## src/rtl/tmr_pkg.sv

```systemverilog
package tmr_pkg;
    // register addresses
    localparam logic [2:0] ADR_CTRL  = 3'd0;
    localparam logic [2:0] ADR_CONST = 3'd1;
    localparam logic [2:0] ADR_COUNT = 3'd2;
    localparam logic [2:0] ADR_CAPT  = 3'd3;
    localparam logic [2:0] ADR_RUN   = 3'd4;

    // control bit positions
    localparam int B_UIE  = 5;
    localparam int B_CEN  = 6;
    localparam int B_CIE  = 7;
    localparam int B_UF   = 8;
    localparam int B_CF   = 9;

    localparam logic [2:0] SRC_EXT = 3'b101;

    typedef enum logic [1:0] {
        EDGE_RISE = 2'b00,
        EDGE_FALL = 2'b01,
        EDGE_BOTH = 2'b10,
        EDGE_BTH2 = 2'b11
    } edge_sel_e;
endpackage

```

## src/rtl/tmr_prescaler.sv

```systemverilog
module tmr_prescaler #(
    parameter int NUM_DIV  = 5,
    parameter int LOG_STEP = 2
) (
    input  logic       clk,
    input  logic       rst,
    input  logic       run,
    input  logic [2:0] sel,
    output logic       tick
);
    localparam int PRE_W = NUM_DIV * LOG_STEP;

    logic [PRE_W-1:0]   pre_d, pre_q;
    logic [NUM_DIV-1:0] taps;
    logic [2:0]         idx;

    for (genvar k = 0; k < NUM_DIV; k++) begin : g_tap
        assign taps[k] = &pre_q[(k+1)*LOG_STEP-1:0];
    end

    always_comb begin
        pre_d = run ? pre_q + 1'b1 : '0;
        idx   = (32'(sel) < NUM_DIV) ? sel : 3'd0;
        tick  = taps[idx];
    end

    always_ff @(posedge clk) begin
        if (rst) pre_q <= '0;
        else     pre_q <= pre_d;
    end
endmodule

```

## src/rtl/tmr_edge_sync.sv

```systemverilog
module tmr_edge_sync #(
    parameter int STAGES = 2
) (
    input  logic clk,
    input  logic rst,
    input  logic async_in,
    output logic rise,
    output logic fall
);
    logic [STAGES-1:0] sync_d, sync_q;
    logic              prev_d, prev_q;

    always_comb begin
        sync_d = {sync_q[STAGES-2:0], async_in};
        prev_d = sync_q[STAGES-1];
        rise   =  sync_q[STAGES-1] & ~prev_q;
        fall   = ~sync_q[STAGES-1] &  prev_q;
    end

    always_ff @(posedge clk) begin
        if (rst) begin
            sync_q <= '0;
            prev_q <= 1'b0;
        end else begin
            sync_q <= sync_d;
            prev_q <= prev_d;
        end
    end
endmodule

```

## src/rtl/reload_timer_channel.sv

```systemverilog
module reload_timer_channel
    import tmr_pkg::*;
#(
    parameter int CNT_W    = 32,
    parameter int NUM_DIV  = 5,
    parameter int LOG_STEP = 2,
    parameter int SYNC_N   = 2
) (
    input  logic             clk,
    input  logic             rst,
    input  logic             wr_en,
    input  logic [2:0]       addr,
    input  logic [CNT_W-1:0] wr_data,
    output logic [CNT_W-1:0] rd_data,
    input  logic             ext_clk_in,
    input  logic             cap_in,
    output logic             irq
);
    typedef struct packed {
        logic [2:0]       src;
        edge_sel_e        edg;
        logic             uie;
        logic             cen;
        logic             cie;
        logic             uf;
        logic             cf;
        logic             run;
        logic [CNT_W-1:0] cst;
        logic [CNT_W-1:0] cnt;
        logic [CNT_W-1:0] cap;
    } state_t;

    state_t s_d, s_q;

    logic pre_tick, ext_rise, ext_fall, cap_rise, cap_fall;
    logic ext_tick, count_en, cnt_wr, ctrl_wr;

    tmr_prescaler #(.NUM_DIV(NUM_DIV), .LOG_STEP(LOG_STEP)) u_pre (
        .clk (clk),
        .rst (rst),
        .run (s_q.run),
        .sel (s_q.src),
        .tick(pre_tick)
    );

    tmr_edge_sync #(.STAGES(SYNC_N)) u_ext (
        .clk     (clk),
        .rst     (rst),
        .async_in(ext_clk_in),
        .rise    (ext_rise),
        .fall    (ext_fall)
    );

    tmr_edge_sync #(.STAGES(SYNC_N)) u_cap (
        .clk     (clk),
        .rst     (rst),
        .async_in(cap_in),
        .rise    (cap_rise),
        .fall    (cap_fall)
    );

    always_comb begin
        unique case (s_q.edg)
            EDGE_RISE: ext_tick = ext_rise;
            EDGE_FALL: ext_tick = ext_fall;
            default:   ext_tick = ext_rise | ext_fall;
        endcase
        count_en = s_q.run && ((s_q.src == SRC_EXT) ? ext_tick : pre_tick);
        cnt_wr   = wr_en && (addr == ADR_COUNT);
        ctrl_wr  = wr_en && (addr == ADR_CTRL);
    end

    always_comb begin
        s_d = s_q;
        if (ctrl_wr) begin
            s_d.src = wr_data[2:0];
            s_d.edg = edge_sel_e'(wr_data[4:3]);
            s_d.uie = wr_data[B_UIE];
            s_d.cen = wr_data[B_CEN];
            s_d.cie = wr_data[B_CIE];
            if (!wr_data[B_UF]) s_d.uf = 1'b0;
            if (!wr_data[B_CF]) s_d.cf = 1'b0;
        end
        if (wr_en && addr == ADR_CONST) s_d.cst = wr_data;
        if (wr_en && addr == ADR_RUN)   s_d.run = wr_data[0];

        if (count_en) begin
            if (s_q.cnt == '0) begin
                s_d.cnt = s_q.cst;
                s_d.uf  = 1'b1;
            end else begin
                s_d.cnt = s_q.cnt - 1'b1;
            end
        end
        if (cnt_wr) s_d.cnt = wr_data;

        if (s_q.cen && cap_rise) begin
            s_d.cap = s_q.cnt;
            s_d.cf  = 1'b1;
        end
    end

    always_ff @(posedge clk) begin
        if (rst) s_q <= '0;
        else     s_q <= s_d;
    end

    always_comb begin
        rd_data = '0;
        unique case (addr)
            ADR_CTRL: begin
                rd_data[2:0]  = s_q.src;
                rd_data[4:3]  = s_q.edg;
                rd_data[B_UIE] = s_q.uie;
                rd_data[B_CEN] = s_q.cen;
                rd_data[B_CIE] = s_q.cie;
                rd_data[B_UF]  = s_q.uf;
                rd_data[B_CF]  = s_q.cf;
            end
            ADR_CONST: rd_data = s_q.cst;
            ADR_COUNT: rd_data = s_q.cnt;
            ADR_CAPT:  rd_data = s_q.cap;
            ADR_RUN:   rd_data[0] = s_q.run;
            default:   rd_data = '0;
        endcase
        irq = (s_q.uf & s_q.uie) | (s_q.cf & s_q.cie);
    end
endmodule

```

## config.mk

```make
export PLATFORM = sky130hd
export DESIGN_NAME = reload_timer_channel
export DESIGN_NICKNAME = d
export VERILOG_FILES = /design/src/rtl/tmr_pkg.sv /design/src/rtl/tmr_prescaler.sv /design/src/rtl/tmr_edge_sync.sv /design/src/rtl/reload_timer_channel.sv
export SDC_FILE = /design/constraint.sdc
export NUM_CORES = 1
export LEC_CHECK = 0
export BUFFER_PORTS_ARGS = -buffer_cell sky130_fd_sc_hd__clkbuf_2
export CORE_MARGIN = 4
export CORE_UTILIZATION = 43
export DETAILED_ROUTE_END_ITERATION = 10
export SLEW_MARGIN = 20
export SYNTH_ARGS = -nofsm -noshare
export SYNTH_HDL_FRONTEND = slang
export SYNTH_SLANG_ARGS = --single-unit
```

## constraint.sdc

```tcl
create_clock -name clk -period 6.1 [get_ports clk]
set_input_delay 0.305 -clock clk [delete_from_list [all_inputs] [get_ports clk]]
set_output_delay 0.305 -clock clk [all_outputs]
set_load 0.01 [all_outputs]
```

==> results_dict.tcl, run 1 <==
set metrics [dict create \
    num_vias 6306 \
    fin_nets 939 \
    final_cell_area_mm2 0.007838 \
    power.switching_uw 568.8 \
    max_slew_margin_pct 29.79 \
    p_comb_share_pct 13.1 \
    dp_slack_ns 3.065 \
    ff2ff_path_depth 5 \
    hold_violations 0 \
    final_core_util_pct 50.80 \
    insertion_delay_ns 0.42 \
    hold_start "wr_data[16]" \
    cts_setup_buffers 0 \
    fmax_mhz 329.4 \
    start_util_pct 44.40 \
    placed_cell_area_mm2 0.007219 \
    arrival_ns 3.39 \
    syn-cell-area_mm2 0.006849 \
    endpoint_kind "flop" \
    cts_buffers 17 \
    post-route-period-util_pct 49.76 \
    max_cap_viol_count 0 \
    status "finished, final reports clean" \
    drtPass1Iterations 6 \
    whs_path_depth 3 \
    powerDensity_mw_per_mm2 281.5 \
    cts_htree_levels 4 \
    min_to "s_q[80]" \
    coreArea_mm2 0.01543 \
    final.setup.tns_ns 0 \
    ys_warn_count 0 \
    seqPwrFrac_pct 38.2 \
    setup.worst_path.class "reg2reg" \
    layout_commonest_cell "nand2_1" \
    synth.distinct_cells 66 \
    grt_max_degree 59 \
    drcViolationCount 0 \
    r2r_end "s_q[55]" \
    rsz0062_at_grt "no" \
    fin_skew_ns 0.009576 \
    critical_path_required_ns 6.45 \
    crit_fanout 52 \
    synth_edf_count 0 \
    synth_seq_area_share_pct 35.95 \
    pwr-share-clk_pct 48.7 \
    cts_resized 0 \
    syn_to_final_growth_pct 14.43 \
    num-fill-cells 1588 \
    finalWeightedCongestion 0.8896 \
    grt_overflow 0 \
    drive_gt1_share_pct 18.76 \
    die_w_um 134.2 \
    fp.dieH_um 134.2 \
    start_kind "flop" \
    cts_tree "built" \
    worst-path-buf-inv 0 \
    grt_pass1_vias 5989 \
    grtUsageTotal_pct 21.93 \
    wl_um 19620 \
    worst_slew_pin_slew_ns 1.053 \
    synth-main-ff-cell "dfxtp_1" \
    crit_family "simple AND/OR/NAND/NOR gates" \
    swShare_pct 25.78 \
    min_path_type "in2reg" \
    syn_nets 915 \
    vias_per_cell 5.645 \
    post_drt_wl_per_cell_um 17.56 \
    syn_inst 870 \
    max_stage_delay_ns 0.82 \
    io_pins 73 \
    slew_viol_final 0 \
    slowest_stage "nand3_2" \
    drtIter0Drc 510 \
    r2r-start "s_q[40]" \
    avgSynthCellArea_um2 7.872 \
    p_leak_uw 0.002902 \
    port_buffers 72 \
    clk_path_buf_depth 2 \
    p_int_uw 1638 \
    floorplan.rows 45 \
    synth-seq-cells 123 \
    fin_ws_ns 3.064 \
    grt_pass1_wl_um 31830 \
    async_flop_share_pct 0 \
    hpwlAfterDp_um 12270 \
    hold_buffers 0 \
    antenna_found_initial 0 \
    instances_no_fill 1117 \
    ir_drop_mv 0.2417 \
    setup_viol 0 \
    final_cell_mix "nand2_1, dfxtp_1, a21oi_1, nor2_1, clkbuf_2" \
    diodes 0 \
    numPlacedInstances 1086 \
    worst-r2r-setup-slack_ns 3.06 \
    die_area_mm2 0.01801 \
    clk_pin_slew_ns 0.06 \
    fin_crit_ns 3.036 \
    path_cells "or4_4 -> nor4_4 -> nand3_2 -> a2111oi_1 -> o21bai_1" \
    ant_nets 0 \
    cts.sinks 123 \
    cts_root_buffer "clkbuf_16" \
]
logic make-up (layout without fill, tap and decap cells):
kind of cell / after synthesis / in the layout / synth area share (%)
flops: 123 / 123 / 35.95
buf+inv: 82 / 118 / 5.225
mux: 40 / 40 / 7.947
simple gates: 379 / 379 / 26.31
compound gates: 213 / 213 / 20.08
fa+ha+maj: 5 / 5 / 0.9134
xor+xnor: 28 / 28 / 3.581
cell usage after synthesis (17+ instances only):
cell type	instances	area, um^2
nand2_1	182	683.2
dfxtp_1	123	2462
a21oi_1	104	520.5
nor2_1	94	352.8
clkbuf_1	53	198.9
mux2_2	24	270.3
a22oi_1	22	165.2
a211oi_1	18	135.1
nor2b_1	18	112.6
nand3_1	17	85.08
o211ai_1	17	127.6
final cells by class:
cell class / instances / area (um^2) / share of cell area [%]
multi-input cells: 665 / 4036 / 51.50
flip-flops and latches: 123 / 2462 / 31.42
clock buffers: 23 / 478.0 / 6.098
repair buffers: 82 / 437.9 / 5.587
well taps: 211 / 264.0 / 3.368
clock inverters: 8 / 140.1 / 1.788
inverters: 5 / 18.77 / 0.2395
through the flow:
step	hold WS (ns)	power, uW
3_5_place_dp	0.4340	1147
5_1_grt	0.1064	2287
6_report	0.1215	2206
4_1_cts	0.1082	2219
3_3_place_gp	0.4209	1147
2_1_floorplan	0.4138	1073
worst register-to-register path, cell delays in order, from the launching register on:
cell and delay [ns]:
dfxtp_1 0.42, or4_4 0.62, nor4_4 0.30, nand3_2 0.83, a2111oi_1 0.65, o21bai_1 0.16
power groups by stage:
stage                     clock network, uW  registers, uW  logic (uW)
after global routing                   1120            846         320
after floorplan                           0            847         226
after CTS                              1090            843         288
after global placement                    0            860         287
final                                  1070            843         289
after detailed placement                  0            860         287
flip-flops by register name (all words and copies together), names as in the netlist:
name / cells
u_pre.pre_q: 10
u_ext.prev_q: 1
s_q: 107
u_ext.sync_q: 2
u_cap.sync_q: 2
u_cap.prev_q: 1
how the worst max path moves through the flow:
stage	slack [ns]	from	to	cells after the start
floorplan	3.90	u_pre.pre_q[0]	s_q[60]	8
global placement	3.06	addr[1]	rd_data[0]	5
detailed placement	3.06	s_q[40]	s_q[63]	5
CTS	3.07	s_q[40]	s_q[55]	5
global route	2.80	s_q[46]	s_q[55]	5
finish	3.06	s_q[40]	s_q[55]	5
metal layers:
| metal | routed length [um] | GRT usage, % | share of wire, % | up-vias |
|---|---|---|---|---|
| li1 | - | - | - | 3097 |
| met1 | 9394 | 30.69 | 48 | 2987 |
| met2 | 8775 | 33.46 | 45 | 191 |
| met3 | 1094 | 5.139 | 5.6 | 31 |
| met4 | 352 | 7.070 | 1.8 | 0 |
| met5 | 0 | 0 | 0 | - |
Power figures use the tool's default switching activity.
==> inputs of run 2 (changes only) <==
- clock period: 6.1 -> 3.1 ns (I/O delays scaled with it)
==> results_dict.tcl, run 2 (synthesis gave the netlist of run 1 again) <==
set metrics [dict create \
    crit_fanout 24 \
    syn_to_final_growth_pct 18.60 \
    fin_crit_ns 2.514 \
    largest_register "s_q" \
    cts_htree_levels 4 \
    start_kind "flop" \
    grt_pass1_wl_um 32600 \
    clk_path_buf_depth 2 \
    final_cell_area_mm2 0.008123 \
    floorplan.rows 45 \
    drive_gt1_share_pct 18.71 \
    worst-r2r-setup-slack_ns 0.59 \
    fmax_mhz 397.8 \
    grtUsageTotal_pct 22.36 \
    insertion_delay_ns 0.41 \
    drtPass1Iterations 4 \
    slew_viol_final 0 \
    ant_nets 0 \
    start_util_pct 44.40 \
    status "finished, final reports clean" \
    r2r-start "u_pre.pre_q[0]" \
    drtIter0Drc 522 \
    port_buffers 72 \
    clk_pin_slew_ns 0.05 \
    die_area_mm2 0.01801 \
    fp.dieH_um 134.2 \
    cp_num_cells 8 \
    p_leak_uw 0.003027 \
    max_stage_delay_ns 0.61 \
    setup_viol 0 \
    worst_slew_pin_slew_ns 0.7914 \
    largest_register_ffs 107 \
    grt_pass1_vias 6167 \
    arrival_ns 2.83 \
    fin_skew_ns 0.007091 \
    max_slew_margin_pct 47.24 \
    coreArea_mm2 0.01543 \
    hold_violations 0 \
    diodes 0 \
    cts_root_buffer "clkbuf_16" \
    min_path_type "in2reg" \
    fin_nets 982 \
    ff2ff_path_depth 8 \
    r2r_end "s_q[48]" \
    regArea_mm2 0.002462 \
    cts.sinks 123 \
    wl_um 19650 \
    worst-path-buf-inv 1 \
    endpoint_kind "flop" \
    rsz0062_at_grt "no" \
    placed_cell_area_mm2 0.007311 \
    crit_family "compound AO/OA/AOI/OAI gates" \
    path_cells "ha_1 -> mux2_2 -> a32oi_1 -> o21a_1 -> a21o_1 -> buf_12 -> nand2_1 -> a311oi_1" \
    setup.worst_path.class "reg2reg" \
    io_pins 73 \
    final_cell_mix "nand2_1, dfxtp_1, a21oi_1, nor2_1, clkbuf_2" \
    powerDensity_mw_per_mm2 491.0 \
    grt_overflow 0 \
    final.setup.tns_ns 0 \
    cts_tree "built" \
    largestRegisters "s_q (107), u_pre.pre_q (10)" \
    multi_input_area_mm2 0.004033 \
    cts_buffers 17 \
    ir_drop_mv 0.3962 \
    critPathLaunch "u_pre.pre_q[0]" \
    drcViolationCount 0 \
    crit_end "s_q[48]" \
    max_cap_viol_count 0 \
    num-fill-cells 1563 \
    post-route-period-util_pct 81.10 \
    cts_resized 0 \
    slowest_stage "a21o_1" \
    vias_per_cell 5.504 \
    layout_commonest_cell "nand2_1" \
    post_drt_wl_per_cell_um 16.99 \
    num_vias 6368 \
    die_w_um 134.2 \
    finalWeightedCongestion 0.8703 \
    grt_max_degree 53 \
    antenna_found_initial 0 \
    critical_path_required_ns 3.42 \
    hpwlAfterDp_um 13030 \
    cts_setup_buffers 0 \
]
==> run 2: changes by cell type in the layout (fill, tap and decap cells not counted), moves of 2 or more <==
cell / before / now
dlygate4sd3_1: 0 / 32
buf_4: 11 / 21
bufinv_16: 4 / 0
clkbuf_1: 3 / 5
==> run 2: power breakdown <==
part           switching (uW)  internal, uW  total, uW
sequential               46.9          1610       1660
combinational             365           248        613
clock                     678          1040       1720
==> run 2: routing by layer <==
metal | share of wire [%] | global-route usage, %
met1 | 51 | 32.23
met2 | 44 | 34.83
met3 | 4.2 | 4.464
met4 | 0.56 | 4.695
met5 | 0 | 0
==> run 2: worst min-delay path by stage <==
| stage | startpoint | end | slack, ns | cells after the start |
|---|---|---|---|---|
| 2_1_floorplan | cap_in | u_cap.sync_q[0] | 0.28 | 1 |
| 3_3_place_gp | ext_clk_in | u_ext.sync_q[0] | 0.39 | 2 |
| 3_5_place_dp | cap_in | u_cap.sync_q[0] | 0.38 | 2 |
| 4_1_cts | wr_data[31] | s_q[95] | 0.01 | 3 |
| 5_1_grt | wr_data[0] | s_q[104] | 0.04 | 3 |
| 6_report | wr_data[31] | s_q[95] | 0.02 | 3 |
==> run 2: what timing repair did <==
item / CTS / global route
hold buffers: 32 / 0
endpoints found under the hold margin: 36 / 0
endpoints found under the setup margin: 0 / 0
==> run 2: area by class of cell <==
type	count	area share [%]
Multi-Input combinational cell	665	49.65
Clock inverter	4	0.2465
Inverter	5	0.2311
Timing Repair Buffer	125	10.51
Tap cell	211	3.250
Clock buffer	24	5.807
Sequential cell	123	30.31
==> run 2: worst register-to-register path: cells and delay by family (launching register included) <==
kind | cells | cell delay, ns
AOI/OAI and AO/OA | 4 | 1.19
adders and majority gates | 1 | 0.30
buffers and inverters | 1 | 0.25
DFF | 1 | 0.33
muxes | 1 | 0.29
and+or+nand+nor | 1 | 0.07
==> run 2: through the flow <==
step	util, %	hold slack (ns)	std cells	power, uW	setup slack, ns
2_1_floorplan	-	0.2832	870	2110	0.8957
3_3_place_gp	47.39	0.3899	1097	2268	0.6435
3_5_place_dp	47.39	0.3761	1097	2267	0.5811
4_1_cts	52.65	0.009770	1157	4016	0.5751
5_1_grt	52.65	0.04297	1157	4155	0.3260
6_report	52.65	0.02210	1157	3989	0.5859
==> inputs of run 3 (changes only) <==
- ABC_AREA: not set -> 1
- clock period: 3.1 -> 2.3 ns (I/O delays scaled with it)
==> results_dict.tcl, run 3 <==
set metrics [dict create \
    insertion_delay_ns 0.42 \
    drive_gt1_share_pct 13.03 \
    max_slew_margin_pct 50.88 \
    post-route-period-util_pct 90.83 \
    port_buffers 72 \
    synth-main-ff-cell "dfxtp_1" \
    die_w_um 134.8 \
    coreArea_mm2 0.01583 \
    p_leak_uw 0.003979 \
    syn-cell-area_mm2 0.006915 \
    endpoint_kind "flop" \
    synth_area_leaders "dfxtp_1, nand2_1, o21ai_0, inv_1, nor2_1" \
    largest_register "s_q" \
    grt_max_degree 66 \
    largestRegisters "s_q (107), u_pre.pre_q (10)" \
    slowest_stage "ha_1" \
    wl_um 20530 \
    num_vias 7152 \
    min_path_type "in2reg" \
    async_flop_share_pct 0 \
    grtUsageTotal_pct 23.25 \
    cts_root_buffer "clkbuf_16" \
    critical_path_required_ns 2.62 \
    drtPass1Iterations 5 \
    finalWeightedCongestion 0.8948 \
    path_common_cell "nand2_1" \
    cts_tree "built" \
    grt_overflow 0 \
    max_cap_viol_count 0 \
    setup_viol 0 \
    antenna_found_initial 0 \
    cts.sinks 123 \
    start_kind "flop" \
    grt_pass1_vias 6775 \
    dp_slack_ns 0.1633 \
    crit_family "simple AND/OR/NAND/NOR gates" \
    powerDensity_mw_per_mm2 765.4 \
    synth_common_cells "nand2_1, inv_1, nor2_1" \
    num-fill-cells 1616 \
    fin_nets 1229 \
    io_pins 73 \
    fin_ws_ns 0.2110 \
    floorplan.rows 46 \
    worst-path-buf-inv 1 \
    crit_fanout 6 \
    syn_inst 1091 \
    fin_skew_ns 0.006609 \
    setup.worst_path.class "reg2reg" \
    max_stage_delay_ns 0.33 \
    fp.dieH_um 134.8 \
    clk_path_buf_depth 2 \
    yosysTopAreaCell "dfxtp_1" \
    die_area_mm2 0.01818 \
    final.setup.tns_ns 0 \
    clk_pin_slew_ns 0.06 \
    largest_register_ffs 107 \
    grt_pass1_wl_um 34010 \
    diodes 0 \
    status "finished, final reports clean" \
    syn_nets 1136 \
    cts_buffers 17 \
    hold_violations 0 \
    syn_to_final_growth_pct 21.62 \
    worst_slew_pin_slew_ns 0.7361 \
    ir_drop_mv 0.5191 \
    layout_commonest_cell "nand2_1" \
    synth-seq-cells 123 \
    slew_viol_final 0 \
    path_cells "inv_2 -> ha_1 -> nand2_1 -> nor2_2 -> nand2_1 -> o21ai_0 -> nand3_1 -> nand2_1 -> nand2_1 -> nor2_1 -> nor2_1" \
    ant_nets 0 \
    final_cell_mix "nand2_1, inv_1, dfxtp_1, nor2_1, o21ai_0" \
    use_met1_pct 31.49 \
    busiest_layer "met2" \
    worst-r2r-setup-slack_ns 0.21 \
    drtIter0Drc 506 \
    synth_top_area_share_pct 35.61 \
    synth_edf_count 0 \
    hpwlAfterDp_um 14510 \
    synth.most_common_cell "nand2_1" \
    vias_per_cell 5.062 \
    grt_use_met3_pct 4.359 \
    ys_warn_count 0 \
    avgSynthCellArea_um2 6.339 \
    post_drt_wl_per_cell_um 14.53 \
    synth_seq_area_share_pct 35.61 \
    fin_crit_ns 2.089 \
    fmax_mhz 478.7 \
    drcViolationCount 0 \
    rsz0062_at_grt "no" \
    arrival_ns 2.41 \
    start_util_pct 43.69 \
    grt_util_met2_pct 37.30 \
    synth.distinct_cells 33 \
    cts_htree_levels 4 \
    whs_ns 0.01327 \
]
[run 3: cell count changes after synthesis, moves of 14 or more]
cell      previous run  this run
a211oi_1            18         0
a21oi_1            104        90
clkbuf_1            53        30
inv_1                5       126
mux2_2              24         0
nand2_1            182       292
nand3_1             17        82
nor2_1              94       125
nor2b_1             18         0
o21ai_0             12        95
o221ai_1             1        19
[run 3: worst paths after layout]
check	from	endpoint	cells past startpoint
max	s_q[32]	s_q[48]	11
min	wr_data[19]	s_q[83]	3
max reg2reg	s_q[32]	s_q[48]	11
min reg2reg	u_ext.sync_q[0]	u_ext.sync_q[1]	2
[run 3: metal layers]
layer	share of wire (%)	vias to the layer above
li1	-	3709
met1	48	3241
met2	45	171
met3	4.7	31
met4	1.8	0
met5	0	-
[run 3: power breakdown]
part / internal (uW) / switching [uW] / leakage (uW) / total (uW)
clock: 1860 / 989 / 0.000298 / 2850
sequential: 2190 / 44.1 / 0.000997 / 2230
combinational: 468 / 886 / 0.00268 / 1350
[run 3: tightest hold or removal path, delay by kind of cell]
kind | cells | cell delay, ns
AOI/OAI and AO/OA | 2 | 0.19
buffers and inverters | 1 | 0.09
[run 3: final cells by class]
| cell class | count | area [um^2] | area share, % |
|---|---|---|---|
| tap | 216 | 270.3 | 3.213 |
| clock inverter | 12 | 170.2 | 2.023 |
| timing repair buffer | 126 | 868.3 | 10.32 |
| clock buffer | 20 | 456.7 | 5.430 |
| sequential | 123 | 2462 | 29.28 |
| inverter | 142 | 533.0 | 6.337 |
| multi-input combinational | 774 | 3650 | 43.39 |
[run 3: cells by family (layout without fill, tap and decap cells)]
group | after synthesis | count (layout) | synth area share, %
xor+xnor | 5 | 5 | 0.6332
flops | 123 | 123 | 35.61
compound gates | 239 | 239 | 19.31
simple gates | 525 | 525 | 31.75
fa+ha+maj | 5 | 5 | 0.9046
buf+inv | 194 | 300 | 11.80
[run 3: repair_timing]
| action | in CTS | in global routing |
|---|---|---|
| gates resized for setup | 0 | 2 |
| setup endpoints to repair | 0 | 3 |
| buffers inserted | 0 | 0 |
| hold buffers | 31 | 0 |
| hold endpoints to repair | 32 | 0 |
[run 3: metrics by stage]
step	util, %	cell area [um^2]	total power (uW)	std cells
CTS	53.11	8406	6473	1413
global placement	47.19	7468	3573	1350
global route	53.14	8411	6795	1413
finish	53.14	8411	6437	1413
detailed placement	47.19	7468	3577	1350
floorplan	-	6915	3229	1091
